===== src/rtl/irq_pq_pkg.sv =====
package irq_pq_pkg;

    localparam int OFF_W  = 12;
    localparam int DATA_W = 64;

    localparam logic [OFF_W-1:0] OFF_EOI_LD = 12'h000;
    localparam logic [OFF_W-1:0] OFF_EOI_ST = 12'h400;
    localparam logic [OFF_W-1:0] OFF_GET    = 12'h800;
    localparam logic [OFF_W-1:0] OFF_SET00  = 12'hC00;
    localparam logic [OFF_W-1:0] OFF_SET01  = 12'hD00;
    localparam logic [OFF_W-1:0] OFF_SET10  = 12'hE00;
    localparam logic [OFF_W-1:0] OFF_SET11  = 12'hF00;

    typedef struct packed {
        logic p;   // forwarded, awaiting EOI
        logic q;   // re-triggered while forwarded
    } pq_t;

    localparam pq_t PQ_IDLE   = '{p: 1'b0, q: 1'b0};
    localparam pq_t PQ_MASKED = '{p: 1'b0, q: 1'b1};
    localparam pq_t PQ_SENT   = '{p: 1'b1, q: 1'b0};
    localparam pq_t PQ_AGAIN  = '{p: 1'b1, q: 1'b1};

    typedef enum logic [2:0] {
        OP_NONE,
        OP_GET,
        OP_SET00,
        OP_SET01,
        OP_SET10,
        OP_SET11,
        OP_EOI
    } pq_op_e;

    function automatic pq_t pq_apply_op(pq_t s, pq_op_e op);
        pq_t r;
        case (op)
            OP_SET00: r = PQ_IDLE;
            OP_SET01: r = PQ_MASKED;
            OP_SET10: r = PQ_SENT;
            OP_SET11: r = PQ_AGAIN;
            OP_EOI:   r = (s.p) ? (s.q ? PQ_SENT : PQ_IDLE) : s;
            default:  r = s;
        endcase
        return r;
    endfunction

    function automatic logic pq_op_emits(pq_t s, pq_op_e op);
        return (op == OP_EOI) && (s == PQ_AGAIN);
    endfunction

    function automatic pq_t pq_trig_next(pq_t s);
        pq_t r;
        case (s)
            PQ_IDLE: r = PQ_SENT;
            PQ_SENT: r = PQ_AGAIN;
            default: r = s;
        endcase
        return r;
    endfunction

endpackage


===== src/rtl/irq_pq_decode.sv =====
module irq_pq_decode
    import irq_pq_pkg::*;
#(
    parameter int                N_SRC          = 8,
    parameter int                IDX_W          = $clog2(N_SRC),
    parameter logic [N_SRC-1:0]  STORE_EOI_MASK = '1,
    localparam int               ADDR_W         = IDX_W + OFF_W
) (
    input  logic              sel,
    input  logic              we,
    input  logic [ADDR_W-1:0] addr,
    output pq_op_e            op,
    output logic [IDX_W-1:0]  idx,
    output logic              is_load,
    output logic              known
);
    localparam logic [IDX_W:0] SRC_LIM = (IDX_W+1)'(N_SRC);

    logic [OFF_W-1:0] off;
    logic             src_ok;
    logic             st_ok;

    assign off    = addr[OFF_W-1:0];
    assign idx    = addr[ADDR_W-1:OFF_W];
    assign src_ok = ({1'b0, idx} < SRC_LIM);

    always_comb begin
        st_ok = 1'b0;
        for (int i = 0; i < N_SRC; i++) begin
            if (idx == IDX_W'(i)) st_ok = STORE_EOI_MASK[i];
        end
    end

    always_comb begin
        op = OP_NONE;
        if (sel && src_ok) begin
            if (we) begin
                if (off == OFF_EOI_ST && st_ok) op = OP_EOI;
            end else begin
                case (off)
                    OFF_EOI_LD: op = OP_EOI;
                    OFF_GET:    op = OP_GET;
                    OFF_SET00:  op = OP_SET00;
                    OFF_SET01:  op = OP_SET01;
                    OFF_SET10:  op = OP_SET10;
                    OFF_SET11:  op = OP_SET11;
                    default:    op = OP_NONE;
                endcase
            end
        end
    end

    assign is_load = sel && !we;
    assign known   = is_load && (op != OP_NONE);

endmodule


===== src/rtl/irq_pq_cell.sv =====
module irq_pq_cell
    import irq_pq_pkg::*;
(
    input  logic   clk,
    input  logic   rst,
    input  pq_op_e op,
    input  logic   trig,
    input  logic   grant,
    output pq_t    pq,
    output logic   req
);
    pq_t  pq_q, after_op, pq_d;
    logic req_q, emit;

    always_comb begin
        after_op = pq_apply_op(pq_q, op);
        pq_d     = trig ? pq_trig_next(after_op) : after_op;
        emit     = pq_op_emits(pq_q, op) || (trig && after_op == PQ_IDLE);
    end

    always_ff @(posedge clk) begin
        if (rst) begin
            pq_q  <= PQ_MASKED;
            req_q <= 1'b0;
        end else begin
            pq_q  <= pq_d;
            req_q <= (req_q && !grant) || emit;
        end
    end

    assign pq  = pq_q;
    assign req = req_q;

endmodule


===== src/rtl/irq_pq_notify.sv =====
module irq_pq_notify #(
    parameter int N_SRC = 8,
    parameter int IDX_W = $clog2(N_SRC)
) (
    input  logic             clk,
    input  logic             rst,
    input  logic [N_SRC-1:0] req,
    output logic [N_SRC-1:0] grant,
    output logic             out_valid,
    input  logic             out_ready,
    output logic [IDX_W-1:0] out_idx
);
    logic             valid_q;
    logic [IDX_W-1:0] idx_q;
    logic [IDX_W-1:0] pick;
    logic             any_req;
    logic             slot_free;

    always_comb begin
        pick = '0;
        for (int i = N_SRC - 1; i >= 0; i--) begin
            if (req[i]) pick = IDX_W'(i);
        end
    end

    assign any_req   = |req;
    assign slot_free = !valid_q || out_ready;

    always_comb begin
        grant = '0;
        if (slot_free && any_req) grant[pick] = 1'b1;
    end

    always_ff @(posedge clk) begin
        if (rst) begin
            valid_q <= 1'b0;
            idx_q   <= '0;
        end else if (slot_free) begin
            valid_q <= any_req;
            if (any_req) idx_q <= pick;
        end
    end

    assign out_valid = valid_q;
    assign out_idx   = idx_q;

endmodule


===== src/rtl/irq_pq_ctl.sv =====
module irq_pq_ctl
    import irq_pq_pkg::*;
#(
    parameter int                N_SRC          = 8,
    parameter logic [N_SRC-1:0]  STORE_EOI_MASK = N_SRC'(8'h0F),
    localparam int               IDX_W          = $clog2(N_SRC),
    localparam int               ADDR_W         = IDX_W + OFF_W
) (
    input  logic              clk,
    input  logic              rst,
    input  logic              bus_sel,
    input  logic              bus_we,
    input  logic [ADDR_W-1:0] bus_addr,
    output logic              rd_valid,
    output logic [DATA_W-1:0] rd_data,
    input  logic [N_SRC-1:0]  trig_in,
    output logic              notif_valid,
    input  logic              notif_ready,
    output logic [IDX_W-1:0]  notif_src
);
    pq_op_e                  op;
    logic [IDX_W-1:0]        idx;
    logic                    is_load;
    logic                    known;
    logic [N_SRC-1:0]        req_vec;
    logic [N_SRC-1:0]        grant_vec;
    logic [N_SRC-1:0][1:0]   pq_vec;
    pq_t                     old_pq;
    logic                    rd_valid_q;
    logic [DATA_W-1:0]       rd_data_q;

    irq_pq_decode #(
        .N_SRC          (N_SRC),
        .IDX_W          (IDX_W),
        .STORE_EOI_MASK (STORE_EOI_MASK)
    ) u_decode (
        .sel     (bus_sel),
        .we      (bus_we),
        .addr    (bus_addr),
        .op      (op),
        .idx     (idx),
        .is_load (is_load),
        .known   (known)
    );

    for (genvar i = 0; i < N_SRC; i++) begin : g_src
        pq_op_e cell_op;
        pq_t    cell_pq;
        assign cell_op = (idx == IDX_W'(i)) ? op : OP_NONE;

        irq_pq_cell u_cell (
            .clk   (clk),
            .rst   (rst),
            .op    (cell_op),
            .trig  (trig_in[i]),
            .grant (grant_vec[i]),
            .pq    (cell_pq),
            .req   (req_vec[i])
        );
        assign pq_vec[i] = cell_pq;
    end

    irq_pq_notify #(
        .N_SRC (N_SRC),
        .IDX_W (IDX_W)
    ) u_notify (
        .clk       (clk),
        .rst       (rst),
        .req       (req_vec),
        .grant     (grant_vec),
        .out_valid (notif_valid),
        .out_ready (notif_ready),
        .out_idx   (notif_src)
    );

    always_comb begin
        old_pq = PQ_IDLE;
        for (int i = 0; i < N_SRC; i++) begin
            if (idx == IDX_W'(i)) old_pq = pq_vec[i];
        end
    end

    always_ff @(posedge clk) begin
        if (rst) begin
            rd_valid_q <= 1'b0;
            rd_data_q  <= '0;
        end else begin
            rd_valid_q <= is_load;
            rd_data_q  <= known ? {{(DATA_W-2){1'b0}}, old_pq} : '0;
        end
    end

    assign rd_valid = rd_valid_q;
    assign rd_data  = rd_data_q;

endmodule


===== config.mk =====
export PLATFORM = sky130hd
export DESIGN_NAME = irq_pq_ctl
export DESIGN_NICKNAME = d
export VERILOG_FILES = /design/src/rtl/irq_pq_pkg.sv /design/src/rtl/irq_pq_decode.sv /design/src/rtl/irq_pq_cell.sv /design/src/rtl/irq_pq_notify.sv /design/src/rtl/irq_pq_ctl.sv
export SDC_FILE = /design/constraint.sdc
export NUM_CORES = 1
export LEC_CHECK = 0
export BUFFER_PORTS_ARGS = -buffer_cell sky130_fd_sc_hd__buf_2
export CAP_MARGIN = 5
export CORE_ASPECT_RATIO = 1.2
export CORE_MARGIN = 2
export CORE_UTILIZATION = 36
export DETAILED_ROUTE_END_ITERATION = 7
export MAX_ROUTING_LAYER = met4
export SLEW_MARGIN = 20
export SYNTH_ARGS = -nofsm -noshare
export SYNTH_HDL_FRONTEND = slang
export SYNTH_SLANG_ARGS = --single-unit

===== constraint.sdc =====
create_clock -name clk -period 3 [get_ports clk]
set_input_delay 0.6 -clock clk [delete_from_list [all_inputs] [get_ports clk]]
set_output_delay 0.6 -clock clk [all_outputs]
set_load 0.005 [all_outputs]

==> results of run 1 <==
## cells in the final DEF, fill, tap and decap left out, types with 9 or more instances in the layout
cell and n:
dfxtp_1 31, o211ai_1 9, inv_1 13, nand2_1 16, conb_1 62, nor4_1 10
nor2_1 9, nor3_1 12, buf_4 20, a31oi_1 10, a21oi_1 36, buf_2 34
nand3_1 10
## flip-flops by register name, indices dropped and copies added (netlist names)
name	flops
g_src.u_cell.req	8
u_notify.out_idx	3
rd_valid	1
g_src.u_cell.pq	16
u_notify.out_valid	1
rd_data	2
## tightest hold or removal path: stages, from the launching register on
cell and delay (ps):
dfxtp_1 310, nand2b_1 60, a21oi_1 60
## per-layer routing
metal,vias up,GRT usage,part of all wire
li1,1193,-,-
met1,1207,0.205,0.43
met2,85,0.283,0.49
met3,10,0.0222,0.052
met4,0,0.0667,0.024
met5,-,-,0
## metrics by stage
step           cells  TNS, ps  hold slack (ps)
3_3_place_gp     455        0              461
4_1_cts          463        0              484
6_report         463        0              475
3_5_place_dp     455    -2.94              473
5_1_grt          463        0              513
2_1_floorplan    387        0              466
## synthesized netlist by cell type (2+ instances only)
cell type  count
a211oi_1       6
a211oi_2       2
a21o_1         6
a21oi_1       36
a22oi_1        4
a31o_2         2
a31oi_1       10
a41o_1         2
a41oi_1        2
and3_1         2
buf_1          3
buf_4         63
buf_6          3
clkbuf_1       9
dfxtp_1       31
inv_1         13
mux4_2         2
nand2_1       16
nand2b_1       6
nand3_1       10
nand3b_1       2
nor2_1         9
nor2b_1        2
nor3_1        12
nor3b_1        3
nor4_1        11
o211ai_1       9
o21ai_0        2
o31a_1         2
o31ai_1        4
o41a_1         2
o41ai_2        8
or2_2          3
or3_1          4
or3b_2         2
or4_1          2
## cell families after synthesis
family                    synth area share
muxes                               0.0207
DFF                                  0.234
xor gates and xnor gates           0.00330
other                              0.00141
AOI/OAI and AO/OA                    0.313
buffers and inverters                0.228
and+or+nand+nor                      0.199
## path summary, 6_finish.rpt
check,depth (start not counted),endpoint,slack [ps],from
setup / recovery,7,g_src[7].u_cell.req,290,bus_addr[1]
hold / removal,2,u_notify.out_idx[0],480,u_notify.out_idx[0]
setup reg to reg,7,g_src[6].u_cell.req,790,g_src[2].u_cell.req
hold reg to reg,2,u_notify.out_idx[0],480,u_notify.out_idx[0]
## layout make-up
cell class	count	area, um2
repair buffers	57	380
multi-input cells	264	1660
flip-flops and latches	31	621
fillers	764	4260
inverters	13	48.8
clock inverters	1	7.51
clock buffers	7	96.3
well taps	90	113
## power breakdown
group | internal (mW) | switching (mW) | leakage [nW] | total, mW
combinational | 0.0612 | 0.109 | 0.904 | 0.170
clock | 0.209 | 0.176 | 0.0505 | 0.385
sequential | 0.417 | 0.00603 | 0.251 | 0.423
==> impl_results.md, run 1 <==
* Synth Register Bits at 31
* DRT antenna net count at 0
* WP buf/inv at 1
* Placer Congestion at 0.817
* RSZ-0062 raised after global routing: no
* Synth cell types at 57
* Cell area after layout at 0.00293 mm2
* Place WS at -2.94 ps
* Ranking of synthesized cells by area: dfxtp_1, buf_4, a21oi_1, o41ai_2, nor4_1
* Tot Pwr at 978 uW
* Max IR drop VDD at 136 uV
* CP max stage cell: or4_1
* Root Buffer: clkbuf_8
* Final slew viol count at 0
* First-pass GRT wire length at 10600 um
* Iteration-0 DRC Markers at 190
* CTS sink count at 31
* Post-layout util at 0.407
* Setup Buffers After CTS at 0
* DP Area at 0.00283 mm2
* Number of enable flip-flop cells after synthesis at 0
* Residual DRC at 0
* Final Critical Period at 2710 ps
* Crit-path max cell delay at 580 ps
* Final HPWL DP at 4980 um
* Crit path required time at 3150 ps
* Share of the synthesized area in the top cell type at 0.234
* Leak at 1.20 nW
* Fin crit share at 0.903
* Top_reg_cell synth: dfxtp_1
* Initial Util at 0.369
* Port Buf Inserts at 34
* Hold crit path type: reg -> reg
* Cell area after synthesis at 0.00265 mm2
* Initial antenna violation count at 0
* Width of the die at 82.4 um
* Maximum fanout along the worst path at 9
* Gate count after technology mapping at 326
* F_max at 0.369 GHz
* Crit-path leading delay family: simple AND/OR/NAND/NOR gates
* Wire length per cell at 14.5 um
* YS warnings at 0
* CTS tree: built
* Worst clock skew at 4.14 ps
* Pwr dens at 334 mW/mm2
* Nets at 400
* CP endpoint kind: flop
* I/O pin count at 97
* Gr usage total at 0.170
* Resized cells post-CTS at 0
* Post-CTS Hold Fix Bufs at 0
* Number of antenna repair diodes at 0
* CTS buffer count at 5
* CTS Buffer Depth at 2
* Drt first pass iters at 4
* Max-cap violation count at 0
* Routed vias at 2495
* Type of origin of the critical path: primary input
* Final setup viols at 0
* Core Box Area at 0.00719 mm2
* H-tree depth at 2
* Relative slew margins at 0.390
* Final hold viol count at 0
* Share of flip-flops with an asynchronous set or reset at 0
* Pin count of the biggest net entering global routing at 31
* Post-synthesis sequential area ratio at 0.234
* Clk pin slew, worst setup/hold paths at 70 ps
* Critical path type: in -> reg
* Vias in the first global route at 2230
* Chip height at 98.1 um
* Layout cells sized above 1 at 0.249
* Via-to-Cell Ratio at 5.39
* WP data arrival at 2860 ps
* Final setup margin at 292 ps
* Average size of a mapped cell at 8.14 um2
* Area leader, netlist: dfxtp_1
* Gr ovfl total at 0
* Critical path, cell by cell: buf_2, or4_1, o41a_1, nand2b_4, or2_2, o31ai_1, o32ai_1
* Die area at 0.00808 mm2
* Drt total wl at 6710 um
* Status: finished, final reports clean
* Row count at 34
* Area Overhead vs Synth at 10.4%
* Skew-Pair Late Insertion Delay at 290 ps
* Worst Tran Pin Value at 913 ps
(Power assumes the default switching activity.)
==> run 2, diff against run 1 <==
Settings changed: PLACE_DENSITY set to 0.75.
==> impl_results.md, run 2 (same netlist as run 1, synthesis figures left out) <==
* First-pass GRT wire length at 10400 um (-1.4%)
* CTS sink count at 31 (unchanged)
* Nets at 401 (+0.25%)
* Crit path required time at 3240 ps (+90 ps)
* Drt total wl at 6450 um (-4.0%)
* Initial antenna violation count at 0 (unchanged)
* CTS tree: built
* Layout cells sized above 1 at 0.246 (-0.00334)
* Final hold viol count at 0 (unchanged)
* Worst clock skew at 6.60 ps (+2.46 ps)
* Multi-input gate area at 0.00166 mm2 (unchanged)
* F_max at 0.365 GHz (-1.2%)
* CTS buffer count at 5 (unchanged)
* Pwr dens at 315 mW/mm2 (-5.7%)
* Gr usage total at 0.168 (-0.00233)
* Core Box Area at 0.00719 mm2 (unchanged)
* Final slew viol count at 0 (unchanged)
* Clk pin slew, worst setup/hold paths at 70 ps (about the same)
* Worst Tran Pin Value at 939 ps (+26.2 ps)
* Residual DRC at 0 (unchanged)
* Commonest non-fill, non-tap cell in the layout: conb_1
* Leak at 1.20 nW (-0.73%)
* Setup Buffers After CTS at 0 (unchanged)
* Via-to-Cell Ratio at 5.44 (+0.94%)
* CTS Buffer Depth at 2 (unchanged)
* Cells on Worst Hold Path at 2 (unchanged)
* Skew-Pair Late Insertion Delay at 290 ps (about the same)
* Root Buffer: clkbuf_8
* Post-CTS Hold Fix Bufs at 0 (unchanged)
* Area Overhead vs Synth at 8.86%
* Width of the die at 82.4 um (unchanged)
* Iteration-0 DRC Markers at 339 (+78%)
* Resized cells post-CTS at 0 (unchanged)
* Placer Congestion at 0.875 (+7.2%)
* Initial Util at 0.369 (unchanged)
* Port Buf Inserts at 34 (unchanged)
* Fin crit share at 0.914 (+0.0114)
* Largest register FFs at 16 (unchanged)
* R2R depth at 7 (unchanged)
* Storage cell area at 621 um2 (unchanged)
* Chip height at 98.1 um (unchanged)
* Max-cap violation count at 0 (unchanged)
* CP endpoint kind: flop
* Vias in the first global route at 2291 (+2.7%)
* Tot Pwr at 910 uW (-7.0%)
* Type of origin of the critical path: primary input
* Row count at 34 (unchanged)
* Drt first pass iters at 5 (+1)
* Wire length per cell at 13.9 um (-4.2%)
* Max IR drop VDD at 135 uV (-0.70%)
* Most frequent cells in the layout: conb_1, a21oi_1, buf_2, dfxtp_1, buf_4
* Status: finished, final reports clean
* WP data arrival at 2980 ps (+120 ps)
* Number of antenna repair diodes at 0 (unchanged)
* Maximum fanout along the worst path at 9 (unchanged)
* Fillers at 736 (-3.7%)
* H-tree depth at 2 (unchanged)
* RSZ-0062 raised after global routing: no
* Final setup viols at 0 (unchanged)
* Routed vias at 2524 (+1.2%)
* Final Critical Period at 2740 ps (+34.3 ps)
* Relative slew margins at 0.373 (-0.0175)
* Pin count of the biggest net entering global routing at 31 (unchanged)
* DRT antenna net count at 0 (unchanged)
* Hold slack final at 474 ps (-1.04 ps)
* Gr ovfl total at 0 (unchanged)
* Die area at 0.00808 mm2 (unchanged)
* Hold crit path type: reg -> reg
* Critical path type: in -> reg
* Final HPWL DP at 5000 um (+0.47%)
* I/O pin count at 97 (unchanged)
[run 2: layout make-up]
| cell class | instances | area share |
|---|---|---|
| timing repair buffer | 58 | 0.126 |
| tap | 90 | 0.0390 |
| multi-input combinational | 264 | 0.576 |
| clock inverter | 1 | 0.00173 |
| inverter | 13 | 0.0169 |
| sequential | 31 | 0.215 |
| clock buffer | 7 | 0.0264 |
[run 2: worst max-delay path, cell delays in order]
cell and delay [ps]:
buf_2 90, or4_1 580, o41a_1 510, nand2b_4 250, o41ai_2 430, a31oi_1 130, nor3_1 220, buf_4 160
[run 2: path summary, 6_finish.rpt]
path / from / to / slack, ps
max: bus_addr[1] / g_src[6].u_cell.req / 260
min: u_notify.out_idx[0] / u_notify.out_idx[0] / 470
min reg2reg: u_notify.out_idx[0] / u_notify.out_idx[0] / 470
max reg2reg: g_src[2].u_cell.req / g_src[6].u_cell.req / 800
[run 2: metal layers]
metal	up-vias	share of wire	GRT usage
met3	22	0.085	0.0416
met1	1173	0.39	0.192
met4	0	0.040	0.0962
met5	-	0	-
li1	1196	-	-
met2	133	0.49	0.261
[run 2: where the power goes]
part / leakage (nW) / internal [mW] / switching [mW]
Combinational: 0.903 / 0.0604 / 0.107
Clock: 0.0422 / 0.162 / 0.156
Sequential: 0.251 / 0.418 / 0.00605
Total: 1.20 / 0.641 / 0.269
[run 2: metrics by stage]
| step | util | TNS, ps | setup WS [ps] | instances | area, um2 |
|---|---|---|---|---|---|
| floorplan | - | 0 | 145 | 387 | 2880 |
| global placement | 0.391 | 0 | 22.7 | 456 | 2810 |
| detailed placement | 0.391 | -23.6 | -15.3 | 456 | 2810 |
| CTS | 0.402 | 0 | 296 | 464 | 2890 |
| global route | 0.402 | 0 | 171 | 464 | 2890 |
| finish | 0.402 | 0 | 258 | 464 | 2890 |
==> run 3, diff against run 2 <==
Settings changed: CORE_ASPECT_RATIO 1.2 to 1.25.
==> impl_results.md, run 3 (same netlist as run 1, synthesis figures left out) <==
* Post-layout util at 0.401 (-0.000468)
* Die area at 0.00808 mm2 (about the same)
* Crit path required time at 3210 ps (-30 ps)
* Routed vias at 2521 (-0.12%)
* Number of antenna repair diodes at 0 (unchanged)
* Critical path, cell by cell: buf_2, or4b_2, o41a_1, nand2b_4, o41ai_2, o211ai_1, a221oi_2
* Port Buf Inserts at 34 (unchanged)
* CP endpoint kind: flop
* Skew-Pair Late Insertion Delay at 300 ps (about the same)
* Setup Buffers After CTS at 0 (unchanged)
* Post-CTS Hold Fix Bufs at 0 (unchanged)
* Internal at 689 uW (+7.5%)
* Final hold viol count at 0 (unchanged)
* Layout cells sized above 1 at 0.251 (+0.00468)
* Dpl cells at 459 (+0.66%)
* WP buf/inv at 1 (-1)
* CTS buffer count at 5 (unchanged)
* Final setup margin at 318 ps (+60.0 ps)
* Fillers at 740 (+0.54%)
* Crit-path max cell delay at 660 ps (+80 ps)
* Type of origin of the critical path: primary input
* Most frequent cells in the layout: conb_1, a21oi_1, buf_2, dfxtp_1, buf_4
* Maximum fanout along the worst path at 9 (unchanged)
* First-pass GRT wire length at 10500 um (+0.47%)
* CTS tree: built
* Final setup viols at 0 (unchanged)
* Tot Pwr at 966 uW (+6.1%)
* Pin count of the biggest net entering global routing at 31 (unchanged)
* Worst clock skew at 6.05 ps (-0.546 ps)
* Drt first pass iters at 5 (unchanged)
* Iteration-0 DRC Markers at 224 (-34%)
* Gr usage total at 0.171 (+0.00261)
* Area Overhead vs Synth at 9.95%
* H-tree depth at 2 (unchanged)
* Residual DRC at 0 (unchanged)
* Worst Tran Pin Value at 911 ps (-28.2 ps)
* F_max at 0.373 GHz (+2.2%)
* Clock share of power at 0.386 (+0.036)
* Vias in the first global route at 2311 (+0.87%)
* Switching Share at 0.287 (-0.00906)
* Hold crit path type: reg -> reg
* Placer Congestion at 0.926 (+5.8%)
* I/O pin count at 97 (unchanged)
* Max IR drop VDD at 148 uV (+9.8%)
* Setup_tns at 0 ps (unchanged)
* CP max stage cell: or4b_2
* Gr ovfl total at 0 (unchanged)
* Final HPWL DP at 4940 um (-1.3%)
* Critical path type: in -> reg
* Leak at 1.21 nW (+1.2%)
* P_sw at 277 uW (+2.9%)
* CTS Buffer Depth at 2 (unchanged)
* Flop pwr share at 0.438 (-0.028)
* Status: finished, final reports clean
* Via-to-Cell Ratio at 5.40 (-0.76%)
* Initial antenna violation count at 0 (unchanged)
* Final Critical Period at 2680 ps (-60.0 ps)
* CTS sink count at 31 (unchanged)
* Wire length per cell at 13.9 um (+0.11%)
* Place WS at 22.5 ps (+37.9 ps)
* Resized cells post-CTS at 0 (unchanged)
* Fin crit share at 0.894 (-0.0200)
* Initial Util at 0.365 (-0.00407)
* Pwr dens at 331 mW/mm2 (+5.1%)
* Non-filler cells in the finished layout at 467 (+0.65%)
* RSZ-0062 raised after global routing: no
* WP data arrival at 2890 ps (-90 ps)
* Commonest non-fill, non-tap cell in the layout: conb_1
* Relative slew margins at 0.391 (+0.0188)
* Nets at 402 (+0.25%)
* Crit-path leading delay family: compound AO/OA/AOI/OAI gates
* Largest register FFs at 16 (unchanged)
* Core Box Area at 0.00727 mm2 (+1.1%)
* Combinational share of power at 0.175 (-0.009)
* DRT antenna net count at 0 (unchanged)
* Max-cap violation count at 0 (unchanged)
* Root Buffer: clkbuf_8
* Drt total wl at 6490 um (+0.76%)
* Row count at 35 (+2.9%)
* Clk pin slew, worst setup/hold paths at 60 ps (about the same)
* Width of the die at 80.8 um (-1.9%)
* Final slew viol count at 0 (unchanged)
* Chip height at 100 um (+2.0%)
==> run 3: worst register-to-register path: stages, from the launching register on <==
cell and delay, ps:
dfxtp_1 340, nor4_1 530, nand2_1 140, o41ai_1 520, o31ai_1 210, a31oi_1 220, nor3_1 70, buf_4 170
==> run 3: path summary, 6_finish.rpt <==
kind | start | end | slack, ps | cells past startpoint
max reg2reg | g_src[2].u_cell.req | g_src[6].u_cell.req | 700 | 7
max | bus_addr[8] | g_src[2].u_cell.req | 320 | 7
min reg2reg | u_notify.out_idx[0] | u_notify.out_idx[0] | 470 | 2
min | u_notify.out_idx[0] | u_notify.out_idx[0] | 470 | 2
==> run 3: through the flow <==
stage          hold WS [ps]  instance area, um2
3_3_place_gp            466                2820
2_1_floorplan           466                2880
3_5_place_dp            475                2820
6_report                475                2920
4_1_cts                 484                2920
5_1_grt                 504                2920
==> run 3: metal layers <==
layer,up-vias,part of all wire,global-route usage
li1,1197,-,-
met1,1186,0.39,0.187
met2,119,0.51,0.296
met3,19,0.072,0.0324
met4,0,0.028,0.0782
met5,-,0,-
==> run 3: area by class of cell <==
cell class	instances	area, um2	area share
Multi-Input combinational cell	264	1660	0.570
Sequential cell	31	621	0.213
Timing Repair Buffer	59	370	0.127
Tap cell	92	115	0.0395
Clock buffer	8	100	0.0343
Inverter	13	48.8	0.0167
==> run 3: power by group through the flow <==
| stage | Combinational, mW | Sequential (mW) | Clock, mW |
|---|---|---|---|
| after floorplan | 0.166 | 0.431 | 0 |
| after global placement | 0.162 | 0.432 | 0 |
| after detailed placement | 0.165 | 0.433 | 0 |
| after CTS | 0.166 | 0.423 | 0.376 |
| after global routing | 0.189 | 0.424 | 0.393 |
| final | 0.169 | 0.424 | 0.373 |
